## src/rtl/xfw_pkg.sv

```systemverilog
package xfw_pkg;
  // Strobes from control to datapath
  typedef struct packed {
    logic hold;  // force counter to zero
    logic run;   // counting permitted
  } cntCtl_t;
endpackage

```

## src/rtl/xfw_datapath.sv

```systemverilog
module xfw_datapath
  import xfw_pkg::*;
#(
  parameter int TIMEOUT_W   = 8,
  parameter int SYNC_STAGES = 2
) (
  input  logic                 clk,
  input  logic                 rst_n,
  input  logic                 xtalIn,
  input  logic [TIMEOUT_W-1:0] timeoutCycles,
  input  cntCtl_t              ctl,
  output logic                 expired
);
  localparam int CHAIN = SYNC_STAGES + 1;
  localparam logic [TIMEOUT_W-1:0] MIN_LIMIT = TIMEOUT_W'(1);

  logic [CHAIN-1:0]     syncQ;
  logic                 xtalEdge;
  logic [TIMEOUT_W-1:0] limit;
  logic [TIMEOUT_W-1:0] cnt;

  // synchronizer stages plus one history flop for edge detection
  for (genvar g = 0; g < CHAIN; g++) begin : g_sync
    if (g == 0) begin : g_first
      always_ff @(posedge clk or negedge rst_n) begin
        if (!rst_n) syncQ[0] <= 1'b0;
        else        syncQ[0] <= xtalIn;
      end
    end else begin : g_next
      always_ff @(posedge clk or negedge rst_n) begin
        if (!rst_n) syncQ[g] <= 1'b0;
        else        syncQ[g] <= syncQ[g-1];
      end
    end
  end

  assign xtalEdge = syncQ[CHAIN-1] ^ syncQ[CHAIN-2];
  assign limit    = (timeoutCycles == '0) ? MIN_LIMIT : timeoutCycles;

  always_ff @(posedge clk or negedge rst_n) begin
    if (!rst_n)            cnt <= '0;
    else if (ctl.hold)     cnt <= '0;
    else if (xtalEdge)     cnt <= '0;
    else if (cnt < limit)  cnt <= cnt + TIMEOUT_W'(1);
  end

  assign expired = ctl.run && (cnt >= limit);
endmodule

```

## src/rtl/xfw_control.sv

```systemverilog
module xfw_control
  import xfw_pkg::*;
(
  input  logic    clk,
  input  logic    rst_n,
  input  logic    wdtEnable,
  input  logic    wdtClear,
  input  logic    autoBackupEn,
  input  logic    intrEnable,
  input  logic    expired,
  output cntCtl_t ctl,
  output logic    deadStatus,
  output logic    deadIntr,
  output logic    clkSelBackup
);
  logic deadQ;
  logic selQ;

  always_comb begin
    ctl.hold = !wdtEnable || wdtClear;
    ctl.run  = !ctl.hold;
  end

  always_ff @(posedge clk or negedge rst_n) begin
    if (!rst_n) begin
      deadQ <= 1'b0;
      selQ  <= 1'b0;
    end else if (ctl.hold) begin
      deadQ <= 1'b0;
      selQ  <= 1'b0;
    end else begin
      if (expired)                 deadQ <= 1'b1;
      if (expired && autoBackupEn) selQ  <= 1'b1;
    end
  end

  assign deadStatus   = deadQ;
  assign deadIntr     = deadQ && intrEnable;
  assign clkSelBackup = selQ;
endmodule

```

## src/rtl/xtal_fail_watchdog.sv

```systemverilog
module xtal_fail_watchdog
  import xfw_pkg::*;
#(
  parameter int TIMEOUT_W   = 8,
  parameter int SYNC_STAGES = 2
) (
  input  logic                 clk,
  input  logic                 rst_n,
  input  logic                 xtalIn,
  input  logic                 wdtEnable,
  input  logic                 wdtClear,
  input  logic [TIMEOUT_W-1:0] timeoutCycles,
  input  logic                 autoBackupEn,
  input  logic                 intrEnable,
  output logic                 deadStatus,
  output logic                 deadIntr,
  output logic                 clkSelBackup
);
  cntCtl_t ctl;
  logic    expired;

  xfw_datapath #(.TIMEOUT_W(TIMEOUT_W), .SYNC_STAGES(SYNC_STAGES)) datapath_i (
    .clk(clk), .rst_n(rst_n), .xtalIn(xtalIn),
    .timeoutCycles(timeoutCycles), .ctl(ctl), .expired(expired)
  );

  xfw_control control_i (
    .clk(clk), .rst_n(rst_n), .wdtEnable(wdtEnable), .wdtClear(wdtClear),
    .autoBackupEn(autoBackupEn), .intrEnable(intrEnable), .expired(expired),
    .ctl(ctl), .deadStatus(deadStatus), .deadIntr(deadIntr),
    .clkSelBackup(clkSelBackup)
  );
endmodule

```

## config.mk

```make
export PLATFORM = sky130hd
export DESIGN_NAME = xtal_fail_watchdog
export DESIGN_NICKNAME = d
export VERILOG_FILES = /design/src/rtl/xfw_pkg.sv /design/src/rtl/xfw_datapath.sv /design/src/rtl/xfw_control.sv /design/src/rtl/xtal_fail_watchdog.sv
export SDC_FILE = /design/constraint.sdc
export NUM_CORES = 1
export LEC_CHECK = 0
export BUFFER_PORTS_ARGS = -buffer_cell sky130_fd_sc_hd__buf_2
export CAP_MARGIN = 10
export CORE_MARGIN = 3
export CORE_UTILIZATION = 40
export CTS_CLUSTER_DIAMETER = 80
export DETAILED_ROUTE_END_ITERATION = 7
export PLACE_DENSITY_LB_ADDON = 0.12
export REMOVE_ABC_BUFFERS = 1
export SLEW_MARGIN = 10
export SYNTH_ARGS = -nofsm -noshare
export SYNTH_HDL_FRONTEND = slang
export SYNTH_SLANG_ARGS = --single-unit
```

## constraint.sdc

```tcl
create_clock -name clk -period 2.1 [get_ports clk]
set_clock_uncertainty 0.2 [all_clocks]
set_input_delay 0.105 -clock clk [delete_from_list [all_inputs] [get_ports clk]]
set_output_delay 0.105 -clock clk [all_outputs]
set_load 0.03 [all_outputs]
```

# Yosys cells after proc, flatten, opt, wreduce, memory -nomap -nowiden
# Cells that the tools add are included.
[totals]
regBits = 13
inputBits = 15
output_inout_bits = 3
elab_cells = 28
[op_classes]
n_addsub = 1
magnitude_cmp = 2
muxes = 8
bitwise_logic = 1
n_reduce_logical = 10
[ops]
columns = ["operator", "n"]
rows = [
  ["$mux W8", 4],
  ["$add A8 B1 Y8 const B", 1],
  ["$ge A8 B8 Y1", 1],
  ["$logic_not A8 Y1", 1],
  ["$lt A8 B8 Y1", 1],
  ["$mux W1", 4],
  ["$reduce_bool A2 Y1", 2],
  ["$logic_and A1 B1 Y1", 3],
  ["$reduce_bool A3 Y1", 1],
  ["$logic_not A1 Y1", 2],
  ["$logic_or A1 B1 Y1", 1],
  ["$xor A1 B1 Y1", 1],
]

# Longest topological paths before layout
[logic_depth]
depth_word = 7
depth_mapped = 9

# Modules after synthesis
# A second synthesis with hierarchy kept.
[unflattened]
hier_cells = 90
area_unflattened_um2 = 847.1
[modules_own_cells]
columns = ["mod", "n_inst", "cells_each", "area_per_inst_um2", "seq_area_each_um2"]
rows = [
  ["xfw_datapath", 1, 81, 752.0, 275.3],
  ["xfw_control", 1, 9, 95.1, 50.0],
]

# Least setup slack after synthesis
# OpenSTA, ideal clock, no wires.
[synth_timing]
path_type = "register to register"
startpoint = "reg datapath_i.cnt[1]"
endpoint = "reg datapath_i.cnt[2]"
setup_time_ps = 66
arrival_ps = 1743
setup_slack_ps = 91
path_stages_with_launch = 8
synth_period_minus_slack_ps = 2009
path_cell_list = "dfrtp_1 ha_1 nor2b_4 o211ai_2 a21oi_2 buf_6 or4_1 nand2_1"
[synth_via]
elab_chain_len = 4
[synth_lines]
columns = ["element", "line", "rtl"]
rows = [
  ["start: declaration", "xfw_datapath.sv:20", "logic [TIMEOUT_W-1:0] cnt;"],
  ["start signal: assignment", "xfw_datapath.sv:44", "else if (cnt < limit) cnt <= cnt + TIMEOUT_W'(1);"],
  ["$add A8 B1 Y8", "xfw_datapath.sv:44", ""],
  ["$mux W8", "xfw_datapath.sv:44", ""],
  ["$mux W8", "xfw_datapath.sv:43", "else if (xtalEdge) cnt <= '0;"],
  ["$mux W8", "xfw_datapath.sv:42", "else if (ctl.hold) cnt <= '0;"],
]
# Several ways; a longest one is shown, not always the timed one. The select of a mux whose other input is x is not followed.
# A chain may end at the register's enable or synchronous reset.

# Final worst setup path
[layout_timing]
startpoint = "reg datapath_i.cnt[1]"
endpoint = "reg datapath_i.cnt[6]"
# The elaborated chain is that of the path after synthesis.

==> impl_metrics.json <==
{
  "dp_slack_ns": -0.0483,
  "core_sq_um": 2000,
  "dieArea_sq_um": 2760,
  "die_w_um": 52.5,
  "async_reset_ff_share_pct": 100,
  "arrival_ns": 2.07,
  "period_share_pct": 97.8,
  "synth.avg_cell_area_sq_um": 9.51,
  "timing.rr.start": "datapath_i.cnt[1]",
  "status": "completed",
  "p_leak_nw": 0.547,
  "drive_above_1_share_pct": 35.7,
  "clk_path_buf_depth": 2,
  "fill_cells": 180,
  "antenna_found_initial": 0,
  "grt_usage_pct": 15.6,
  "power.total_uw": 484,
  "switching_power_uw": 120,
  "firstDrtPassIters": 4,
  "p_comb_share_pct": 15.2,
  "setup_viol": 0,
  "setup_slack_ns": 0.0456,
  "ys_warn_count": 0,
  "rows": 16,
  "r2r_cells": 6,
  "dieHeight_um": 52.5,
  "ys_seq_area_share_pct": 37.6,
  "cts-root-buf": "clkbuf_4",
  "cp_slowest_cell": "or4_1",
  "synth-edff-count": 0,
  "syn-cell-area_sq_um": 866,
  "drc": 0,
  "clock_power_share_pct": 31.7,
  "dp.cells": 141,
  "clk_pin_slew_worst_paths_ns": 0.08,
  "viasPerCell": 5.53,
  "port_buffers": 17,
  "slew_headroom_pct": 76.3,
  "ant_nets": 0,
  "fin_util_pct": 61.2,
  "path_max_fanout": 6,
  "crit_required_ns": 2.11,
  "diodes": 0,
  "switching_share_pct": 24.8,
  "maxCapViolations": 0,
  "netlist_instances": 91,
  "grt_pass1_wl_mm": 3.17,
  "numCtsBuffers": 3,
  "instances_no_fill": 153,
  "synth_cell_types": 35,
  "gp_congestion": 0.803,
  "timing.fmax_ghz": 0.487,
  "powerDensity_nw_per_um2": 395,
  "syn_to_final_growth_pct": 41.5,
  "rrSetupSlack_ns": 0.05,
  "irDropWorstVdd_mv": 0.331,
  "fin_crit_ns": 2.05,
  "ys.flop_type": "dfrtp_1",
  "cp_cell_sequence": "ha_1, nor2b_4, o211ai_4, a21oi_4, or4_1, a21oi_1",
  "clkLatencyLatePin_ns": 0.28,
  "internal_power_uw": 364,
  "layout_common_cells": "buf_2, dfrtp_1, buf_4, inv_1, a21oi_1",
  "timing.final.hold_violations": 0,
  "dpl.hpwl_mm": 1.56,
  "start_util_pct": 43.2,
  "htree_num_levels": 1,
  "timing_worst_slew_pin_value_ns": 0.355,
  "grt_pass1_vias": 765,
  "wl_per_cell_um": 14.6,
  "overflow": 0,
  "critPathLaunchType": "register",
  "seqPwrFrac_pct": 53.1,
  "routed_wl_mm": 2.23,
  "num_io_pins": 18,
  "maxSlewViolCount": 0,
  "vias": 846,
  "ys_ff_latch": 13,
  "grt_max_degree": 14,
  "cts_num_sinks": 13,
  "r2r-end": "datapath_i.cnt[6]",
  "tritoncts": "yes",
  "path_class": "reg -> reg",
  "drtIter0Drc": 13,
  "max_stage_delay_ns": 0.47,
  "hold_class": "in -> async",
  "end_kind": "register",
  "fin_nets": 151,
  "fin_setup_tns_ns": 0,
  "final_common_cell": "buf_2"
}
==> cell type report <==
cell class / count / area [sq um] / share of cell area (%)
multi-input combinational: 67 / 584 / 47.7
sequential: 13 / 325 / 26.6
timing repair buffer: 33 / 221 / 18.1
inverter: 9 / 33.8 / 2.76
tap: 27 / 33.8 / 2.76
clock buffer: 4 / 26.3 / 2.15
==> worst max-delay path by stage <==
stage,startpoint,end,slack [ns],cells after the start
2_1_floorplan,datapath_i.cnt[3],datapath_i.cnt[6],0.08,5
3_3_place_gp,datapath_i.cnt[7],datapath_i.cnt[7],-0.02,6
3_5_place_dp,timeoutCycles[2],datapath_i.cnt[6],-0.05,9
4_1_cts,datapath_i.cnt[7],datapath_i.cnt[7],0.007,6
5_1_grt,datapath_i.cnt[1],datapath_i.cnt[7],-0.007,6
6_report,datapath_i.cnt[1],datapath_i.cnt[6],0.05,6
==> metrics by stage <==
stage,hold slack (ns),instance area [sq um]
2_1_floorplan,-0.391,840
3_3_place_gp,-0.194,1030
3_5_place_dp,-0.190,1030
4_1_cts,0.0393,1110
5_1_grt,0.0345,1220
6_report,0.0250,1220
==> Yosys cell counts (2+ instances only) <==
| cell | number | area [sq um] |
|---|---|---|
| a21oi_2 | 3 | 26.3 |
| a21oi_1 | 9 | 45.0 |
| nand3_1 | 3 | 15.0 |
| o21ai_0 | 4 | 20.0 |
| buf_6 | 2 | 22.5 |
| dfrtp_1 | 13 | 325 |
| o31ai_1 | 3 | 22.5 |
| or4_1 | 3 | 22.5 |
| nand2b_1 | 2 | 12.5 |
| nor2_1 | 2 | 7.51 |
| nand2_1 | 5 | 18.8 |
| nand4_1 | 3 | 18.8 |
| inv_1 | 9 | 33.8 |
| ha_1 | 9 | 113 |
==> power groups by stage <==
stage	combinational (mW)	sequential, mW	clock (mW)
floorplan	0.0283	0.262	0
global placement	0.0526	0.262	0
detailed placement	0.0542	0.262	0
CTS	0.0617	0.257	0.162
global route	0.0806	0.258	0.170
finish	0.0735	0.257	0.153
==> logic make-up after synthesis <==
| logic type | count (synthesis) | share of synthesized area [%] |
|---|---|---|
| AOI/OAI and AO/OA | 27 | 20.8 |
| xor gates and xnor gates | 1 | 1.01 |
| adders and majority gates | 9 | 13.0 |
| buffers and inverters | 12 | 6.94 |
| DFF | 13 | 37.6 |
| and+or+nand+nor | 29 | 20.7 |
==> routing by layer <==
layer	routed length [um]	GRT usage, %
met5	0	0
met4	20	3.83
met3	141	4.27
met2	1070	26.7
met1	994	19.2
==> state kept, by name, summed over array words and instances, names as in the netlist <==
| signal | cells |
|---|---|
| control_i.clkSelBackup | 1 |
| control_i.deadStatus | 1 |
| datapath_i.cnt | 8 |
| datapath_i.syncQ | 3 |
==> worst max-delay path, delay by kind of cell, from the launching register on <==
kind / cells / cell delay (ns)
fa+ha+maj: 1 / 0.30
simple gates: 2 / 0.61
compound gates: 3 / 0.47
flops: 1 / 0.41
==> what timing repair did <==
| item | CTS | global route |
|---|---|---|
| setup endpoints to repair | 2 | 7 |
| buffers inserted | 0 | 2 |
| hold endpoints to repair | 16 | 0 |
| gates cloned | 0 | 1 |
| pin swaps | 0 | 7 |
| hold buffers | 5 | 0 |
| gates resized for setup | 1 | 13 |
No activity file was read; power rests on OpenSTA's default activity.
